**config.mk**
```make
export PLATFORM = sky130hd
export DESIGN_NAME = xbar2_top
export DESIGN_NICKNAME = d
export VERILOG_FILES = /design/src/rtl/xbar2_pkg.sv /design/src/rtl/xbar2_cfg_chain.sv /design/src/rtl/xbar2_cell.sv /design/src/rtl/xbar2_top.sv
export SDC_FILE = /design/constraint.sdc
export NUM_CORES = 1
export LEC_CHECK = 0
export BUFFER_PORTS_ARGS = -buffer_cell sky130_fd_sc_hd__buf_2
export CORE_MARGIN = 3
export CORE_UTILIZATION = 65
export DETAILED_ROUTE_END_ITERATION = 12
export HOLD_SLACK_MARGIN = 0.12
export PLACE_DENSITY = 0.83
export RECOVER_POWER = 50
export SLEW_MARGIN = 20
export SYNTH_ARGS = -nofsm -noshare
export SYNTH_HDL_FRONTEND = slang
export SYNTH_SLANG_ARGS = --single-unit
```
**constraint.sdc**
```tcl
create_clock -name clk -period 6.4 [get_ports clk]
set_input_delay 1.28 -clock clk [delete_from_list [all_inputs] [get_ports clk]]
set_output_delay 1.28 -clock clk [all_outputs]
set_load 0.1 [all_outputs]
```
**src/rtl/xbar2_pkg.sv**
```systemverilog
package xbar2_pkg;
    localparam int BANK_W_DEF = 11;
    localparam int SRC_W      = 4;
    localparam int CELL_W     = 3 + SRC_W;

    // Mode code is {C0,C1}
    typedef enum logic [1:0] {
        MODE_IN    = 2'b00,
        MODE_LOW   = 2'b01,
        MODE_ROUTE = 2'b10,
        MODE_HIGH  = 2'b11
    } mode_e;

    typedef struct packed {
        logic             c0;
        logic             c1;
        logic             inv;
        logic [SRC_W-1:0] src;
    } cell_cfg_t;

    function automatic mode_e mode_of(input cell_cfg_t c);
        return mode_e'({c.c0, c.c1});
    endfunction
endpackage

```
**src/rtl/xbar2_cfg_chain.sv**
```systemverilog
module xbar2_cfg_chain #(
    parameter int CHAIN_W = 154
) (
    input  logic               clk,
    input  logic               rst_n,
    input  logic               shift_en,
    input  logic               sdi,
    input  logic               latch,
    output logic               sdo,
    output logic [CHAIN_W-1:0] active
);
    typedef struct packed {
        logic [CHAIN_W-1:0] shadow;
        logic [CHAIN_W-1:0] live;
    } chain_st_t;

    chain_st_t st_d, st_q;

    always_comb begin
        st_d = st_q;
        if (shift_en) begin
            st_d.shadow = {st_q.shadow[CHAIN_W-2:0], sdi};
        end
        // latch copies the chain as it was before any shift in this cycle
        if (latch) begin
            st_d.live = st_q.shadow;
        end
    end

    always_ff @(posedge clk) begin
        if (!rst_n) begin
            st_q <= '0;
        end else begin
            st_q <= st_d;
        end
    end

    assign sdo    = st_q.shadow[CHAIN_W-1];
    assign active = st_q.live;
endmodule

```
**src/rtl/xbar2_cell.sv**
```systemverilog
module xbar2_cell
    import xbar2_pkg::*;
#(
    parameter int BANK_W = BANK_W_DEF
) (
    input  cell_cfg_t         cfg,
    input  logic [BANK_W-1:0] opp_in,
    input  logic [BANK_W-1:0] opp_is_input,
    output logic              pin_out,
    output logic              pin_oe,
    output logic              src_bad
);
    logic src_hit;
    logic src_val;
    logic src_ok;

    always_comb begin
        src_hit = 1'b0;
        src_val = 1'b0;
        src_ok  = 1'b0;
        for (int j = 0; j < BANK_W; j++) begin
            if (cfg.src == SRC_W'(j)) begin
                src_hit = 1'b1;
                src_val = opp_in[j];
                src_ok  = opp_is_input[j];
            end
        end
    end

    always_comb begin
        pin_out = 1'b0;
        pin_oe  = 1'b0;
        src_bad = 1'b0;
        unique case (mode_of(cfg))
            MODE_IN: begin
                pin_oe  = 1'b0;
                pin_out = 1'b0;
            end
            MODE_LOW: begin
                pin_oe  = 1'b1;
                pin_out = 1'b0;
            end
            MODE_HIGH: begin
                pin_oe  = 1'b1;
                pin_out = 1'b1;
            end
            MODE_ROUTE: begin
                pin_oe  = 1'b1;
                src_bad = !src_hit;
                pin_out = (src_hit && src_ok) ? (src_val ^ cfg.inv) : 1'b0;
            end
            default: begin
                pin_oe  = 1'b0;
                pin_out = 1'b0;
            end
        endcase
    end
endmodule

```
**src/rtl/xbar2_top.sv**
```systemverilog
module xbar2_top
    import xbar2_pkg::*;
#(
    parameter int BANK_W = BANK_W_DEF
) (
    input  logic              clk,
    input  logic              rst_n,
    input  logic              cfg_shift,
    input  logic              cfg_sdi,
    input  logic              cfg_latch,
    output logic              cfg_sdo,
    input  logic [BANK_W-1:0] a_in,
    output logic [BANK_W-1:0] a_out,
    output logic [BANK_W-1:0] a_oe,
    input  logic [BANK_W-1:0] b_in,
    output logic [BANK_W-1:0] b_out,
    output logic [BANK_W-1:0] b_oe,
    output logic              err_flag
);
    localparam int NCELL   = 2 * BANK_W;
    localparam int CHAIN_W = NCELL * CELL_W;

    typedef struct packed {
        logic err;
    } top_st_t;

    logic [CHAIN_W-1:0] act_flat;
    cell_cfg_t          cell_cfg [NCELL];
    logic [NCELL-1:0]   is_in;
    logic [NCELL-1:0]   bad;
    logic [NCELL-1:0]   out_all;
    logic [NCELL-1:0]   oe_all;
    top_st_t            st_d, st_q;

    xbar2_cfg_chain #(.CHAIN_W(CHAIN_W)) chain_i (
        .clk      (clk),
        .rst_n    (rst_n),
        .shift_en (cfg_shift),
        .sdi      (cfg_sdi),
        .latch    (cfg_latch),
        .sdo      (cfg_sdo),
        .active   (act_flat)
    );

    for (genvar k = 0; k < NCELL; k++) begin : g_unpack
        assign cell_cfg[k] = cell_cfg_t'(act_flat[k*CELL_W +: CELL_W]);
        assign is_in[k]    = (mode_of(cell_cfg[k]) == MODE_IN);
    end

    for (genvar i = 0; i < BANK_W; i++) begin : g_bank
        xbar2_cell #(.BANK_W(BANK_W)) a_cell_i (
            .cfg          (cell_cfg[i]),
            .opp_in       (b_in),
            .opp_is_input (is_in[NCELL-1:BANK_W]),
            .pin_out      (out_all[i]),
            .pin_oe       (oe_all[i]),
            .src_bad      (bad[i])
        );
        xbar2_cell #(.BANK_W(BANK_W)) b_cell_i (
            .cfg          (cell_cfg[BANK_W+i]),
            .opp_in       (a_in),
            .opp_is_input (is_in[BANK_W-1:0]),
            .pin_out      (out_all[BANK_W+i]),
            .pin_oe       (oe_all[BANK_W+i]),
            .src_bad      (bad[BANK_W+i])
        );
    end

    always_comb begin
        st_d     = st_q;
        st_d.err = st_q.err | (|bad);
    end

    always_ff @(posedge clk) begin
        if (!rst_n) begin
            st_q <= '0;
        end else begin
            st_q <= st_d;
        end
    end

    assign a_out    = out_all[BANK_W-1:0];
    assign a_oe     = oe_all[BANK_W-1:0];
    assign b_out    = out_all[NCELL-1:BANK_W];
    assign b_oe     = oe_all[NCELL-1:BANK_W];
    assign err_flag = st_q.err;
endmodule

```
Word-level counts from Yosys, hierarchy flattened
Index checks and enable logic that the tools add are counted.
{"block": "classes", "n_eq_ne": 286, "muxes": 814, "n_bitwise": 23, "reduce_logical": 133}
{"op": "1-bit 2-to-1 mux", "n": 770}
{"op": "4-bit by 3-bit == test with 1-bit output, second input constant", "n": 88}
{"op": "4-bit == test, second input constant", "n": 66}
{"op": "4-bit by 2-bit == test with 1-bit output, second input constant", "n": 44}
{"op": "2-bit == test, second input constant", "n": 44}
{"op": "4-bit by 1-bit == test with 1-bit output, second input constant", "n": 22}
{"op": "4-bit logical NOT", "n": 22}
{"op": "1-bit one-hot mux with 3 select lines", "n": 22}
{"op": "3-bit OR reduction", "n": 22}
{"op": "2-bit by 1-bit == test with 1-bit output, second input constant", "n": 22}
{"op": "2-bit logical NOT", "n": 22}
{"op": "1-bit one-hot mux with 2 select lines", "n": 22}
{"op": "2-bit OR reduction", "n": 22}
{"op": "1-bit logical AND", "n": 22}
{"op": "1-bit logical NOT", "n": 22}
{"op": "22-bit OR reduction", "n": 1}
{"op": "1-bit bitwise XOR", "n": 22}
{"op": "1-bit bitwise OR", "n": 1}
{"block": "word_totals", "regBits": 309, "inputBits": 27, "out_inout_bits": 46, "word_cells": 1259}

Longest topological paths before layout
{"block": "depth", "word_depth": 16, "ltp_mapped": 9, "ltp_nobuf": 7}

Hierarchy
Synthesis repeated with hierarchy kept, for this count alone.
{"block": "unflattened", "hier_cells": 2410, "hier_area_um2": 21449.3}
{"mod": "xbar2_cfg_chain", "n_inst": 1, "cells_per_inst": 1146, "area_each_um2": 12753.5, "seq_area_each_um2": 6165.9}
{"mod": "xbar2_cell", "n_inst": 22, "cells_per_inst": 56, "area_each_um2": 387.9, "seq_area_each_um2": 0.0}
{"mod": "xbar2_top", "n_inst": 1, "cells_per_inst": 32, "area_each_um2": 162.7, "seq_area_each_um2": 20.0}

Worst setup path after synthesis
Ideal clock, no wire load.
{"block": "synth_path", "kind": "input port to output port", "from": "in a_in[3]", "to": "out b_out[9]", "t_arrival_ns": 2.958, "required_ns": 5.120, "slack_ns": 2.162, "stages": 7, "n_path_buf": 2, "path_cell_list": "clkbuf_1 mux4_2 o21ai_1 a22oi_2 xnor2_1 a2111oi_2 buf_4"}
{"block": "synth_via", "elab_chain_len": 11}
{"item": "start, declared", "line_no": "xbar2_top.sv:12", "rtl": "input logic [BANK_W-1:0] a_in,"}
{"item": "1-bit 2-to-1 mux (8 in a row)", "line_no": "xbar2_cell.sv:22", "rtl": "if (cfg.src == SRC_W'(j)) begin"}
{"item": "1-bit bitwise XOR", "line_no": "xbar2_cell.sv:50", "rtl": "pin_out = (src_hit && src_ok) ? (src_val ^ cfg.inv) : 1'b0;"}
{"item": "1-bit 2-to-1 mux", "line_no": "xbar2_cell.sv:50"}
{"item": "1-bit one-hot mux with 3 select lines", "line_no": "xbar2_cell.sv:34", "rtl": "unique case (mode_of(cfg))"}
{"item": "end, declared", "line_no": "xbar2_top.sv:16", "rtl": "output logic [BANK_W-1:0] b_out,"}
No other way between the ends.

==> results.cfg <==
[global_route]
grt_start_max_net_pins = 161
grt_antenna_before_repair = 3
globalRouteTotalUtil = 0.3229
overflow = 0
grt_pass1_vias = 14680
grt_pass1_wl_um = 80990

[floorplan]
die_area_sq_mm = 0.03077
core_region_area_sq_mm = 0.02801
start_util = 0.6661
die_h_um = 175.4
rows = 61
pin_count = 73
die_x_um = 175.4

[clocking]
path_clk_slew_ns = 0.06
cts.sink_count = 309
cts_resized = 0
clockBufferDepth = 3
worstSkewPairLatency_ns = 0.52
post_cts_buffers = 0
root_buffer = clkbuf_16
cts_hold_buf = 0
htreeDepth = 2
cts-buffers-inserted = 34
cts_tree = built

[yosys]
synthFlopType = dfxtp_1
synth_top_area_frac = 0.3316
yosysWarnings = 0
synth-seq-cells = 309
syn-num-nets = 2152
synthCells = 2125
synth_edf_count = 0
syn_area_sq_mm = 0.01866
async_flop_share = 0
synth.top_cells.by_area = dfxtp_1 (33%), mux2i_1 (18%), nor2b_1 (11%)
yosys.cell_types.count = 87
avgSynthCellArea_sq_um = 8.780
ys_seq_area_frac = 0.3316
yosysTopAreaCell = dfxtp_1

[finish]
layout_common_cells = mux2i_1 (343), nor2b_1 (335), dfxtp_1 (309)
fin_util = 0.6999
drive_gt1_frac = 0.09404
fillers = 2224
fin_nets = 2035
synthToLayoutAreaGrowth_pct = 5.077
final_common_cell = mux2i_1

[min_path]
hp-start = chain_i.st_q[232]
min_path_cells = 2
hold_path_class = register to register
whs_endpoint = chain_i.st_q[233]

[critical_path]
end_kind = register
critPathRequiredTime_ns = 6.80
regToRegEndpoint = err_flag
ff2ff_setup_slack_ns = 4.40
reg2reg_depth = 5
timing.rr.start = chain_i.active[141]
cp.arrival_ns = 5.67
worstSetupStartpointType = input pin
path_class = input pin to register
cp_max_fo = 78

[routing]
vias = 15620
postRouteAntennaNets = 0
firstDrtPassIters = 6
drc = 0
via_per_inst = 6.480
wl_per_cell_um = 21.24
drtIter0Drc = 1533
routed_wl_um = 51200

[place]
dpl.hpwl_um = 33940
dp_slack_ns = 1.741
gp_congestion = 0.9603
port_buffers = 72

[timing]
final_hold_viol_count = 0
tightest_slew_ns = 4.893
max_slew_margin = -2.262
fin_crit_ns = 5.276
finalSetupTns_ns = 0
setup_viol = 0
fin_crit_sh = 0.8244
slew_violations = 281
setup_ws_ns = 1.124
rsz0062_at_grt = no
fmax_mhz = 189.5
finClkSkew_ns = 0.01232

[flow_run]
cap_violations = 4

[power_and_ir_drop]
peakVddDrop_uv = 180.8
cellLeakagePower_nw = 7.398
p_per_area_mw_per_mm2 = 209.3

[run_status]
status = finished with violations
violations = capacitance limit, slew limit
-- cells in the mapped netlist, types with 13 or more instances --
cell type	count
o21ai_0	90
nand3_1	19
nand2_1	83
mux2i_1	343
buf_4	44
nor3_1	69
nor2b_1	335
clkbuf_1	142
dfxtp_1	309
nand2b_1	32
buf_2	38
nand3b_1	33
a221oi_1	13
xor2_1	14
a21oi_1	104
mux4_2	28
a211oi_1	17
nor2_1	75
inv_1	44
-- how the worst max path moves through the flow --
stage                     cells past startpoint                   to  slack [ns]          startpoint
final                                         4  chain_i.active[135]        1.12           cfg_latch
after global routing                          4    chain_i.active[2]        0.96           cfg_latch
after CTS                                     7             b_out[7]        1.59  chain_i.active[47]
after detailed placement                      8             b_out[4]        1.74             a_in[3]
after global placement                        8             b_out[9]        1.77             a_in[4]
after floorplan                               7             b_out[9]        2.16             a_in[3]
-- sequential cells by signal (all words and copies together), names as in the netlist --
signal and flops:
chain_i.st_q 153, err_flag 1, chain_i.sdo 1, chain_i.active 154
-- per-stage QoR --
stage	instance area (sq um)	cells	power [mW]	hold slack, ns
global placement	18510	2350	2.195	0.5189
global route	19600	2410	4.211	0.5538
finish	19600	2410	4.103	0.5357
CTS	19610	2409	4.110	0.5356
floorplan	18660	2125	2.152	0.4881
detailed placement	18510	2350	2.198	0.5249
-- logic make-up after synthesis --
group | Yosys count | synth area share
buffers and inverters | 286 | 0.06934
AND/OR/NAND/NOR | 726 | 0.2227
XOR/XNOR | 19 | 0.008920
flip-flops | 309 | 0.3316
multiplexers | 380 | 0.2233
AO/OA/AOI/OAI | 405 | 0.1442
-- worst max-delay path, cell delays in order --
cell	delay (ns)
dlymetal6s4s_1	3.48
buf_12	0.42
mux2i_1	0.29
nor2b_1	0.07
-- report_power, final --
| group | switching (mW) | total, mW | internal (mW) |
|---|---|---|---|
| sequential | 0.00273 | 1.93 | 1.92 |
| combinational | 0.128 | 0.245 | 0.117 |
| clock | 0.807 | 1.93 | 1.12 |
-- per-layer routing --
metal / vias to the layer above / track usage / routed length, um
li1: 7268 / - / -
met1: 7351 / 0.4509 / 21640
met2: 787 / 0.4847 / 22110
met3: 208 / 0.06550 / 4868
met4: 4 / 0.1442 / 2564
met5: - / 0 / 21
-- area by class of cell --
cell class | instances | area [sq um] | share of cell area
clock inverters | 11 | 120.1 | 0.006127
inverters | 49 | 183.9 | 0.009382
well taps | 378 | 473.0 | 0.02413
repair buffers | 84 | 474.2 | 0.02419
flip-flops and latches | 309 | 6186 | 0.3155
clock buffers | 48 | 984.7 | 0.05023
multi-input cells | 1530 | 11180 | 0.5703
diodes | 1 | 2.502 | 0.0001276
(Power assumes the default switching activity.)
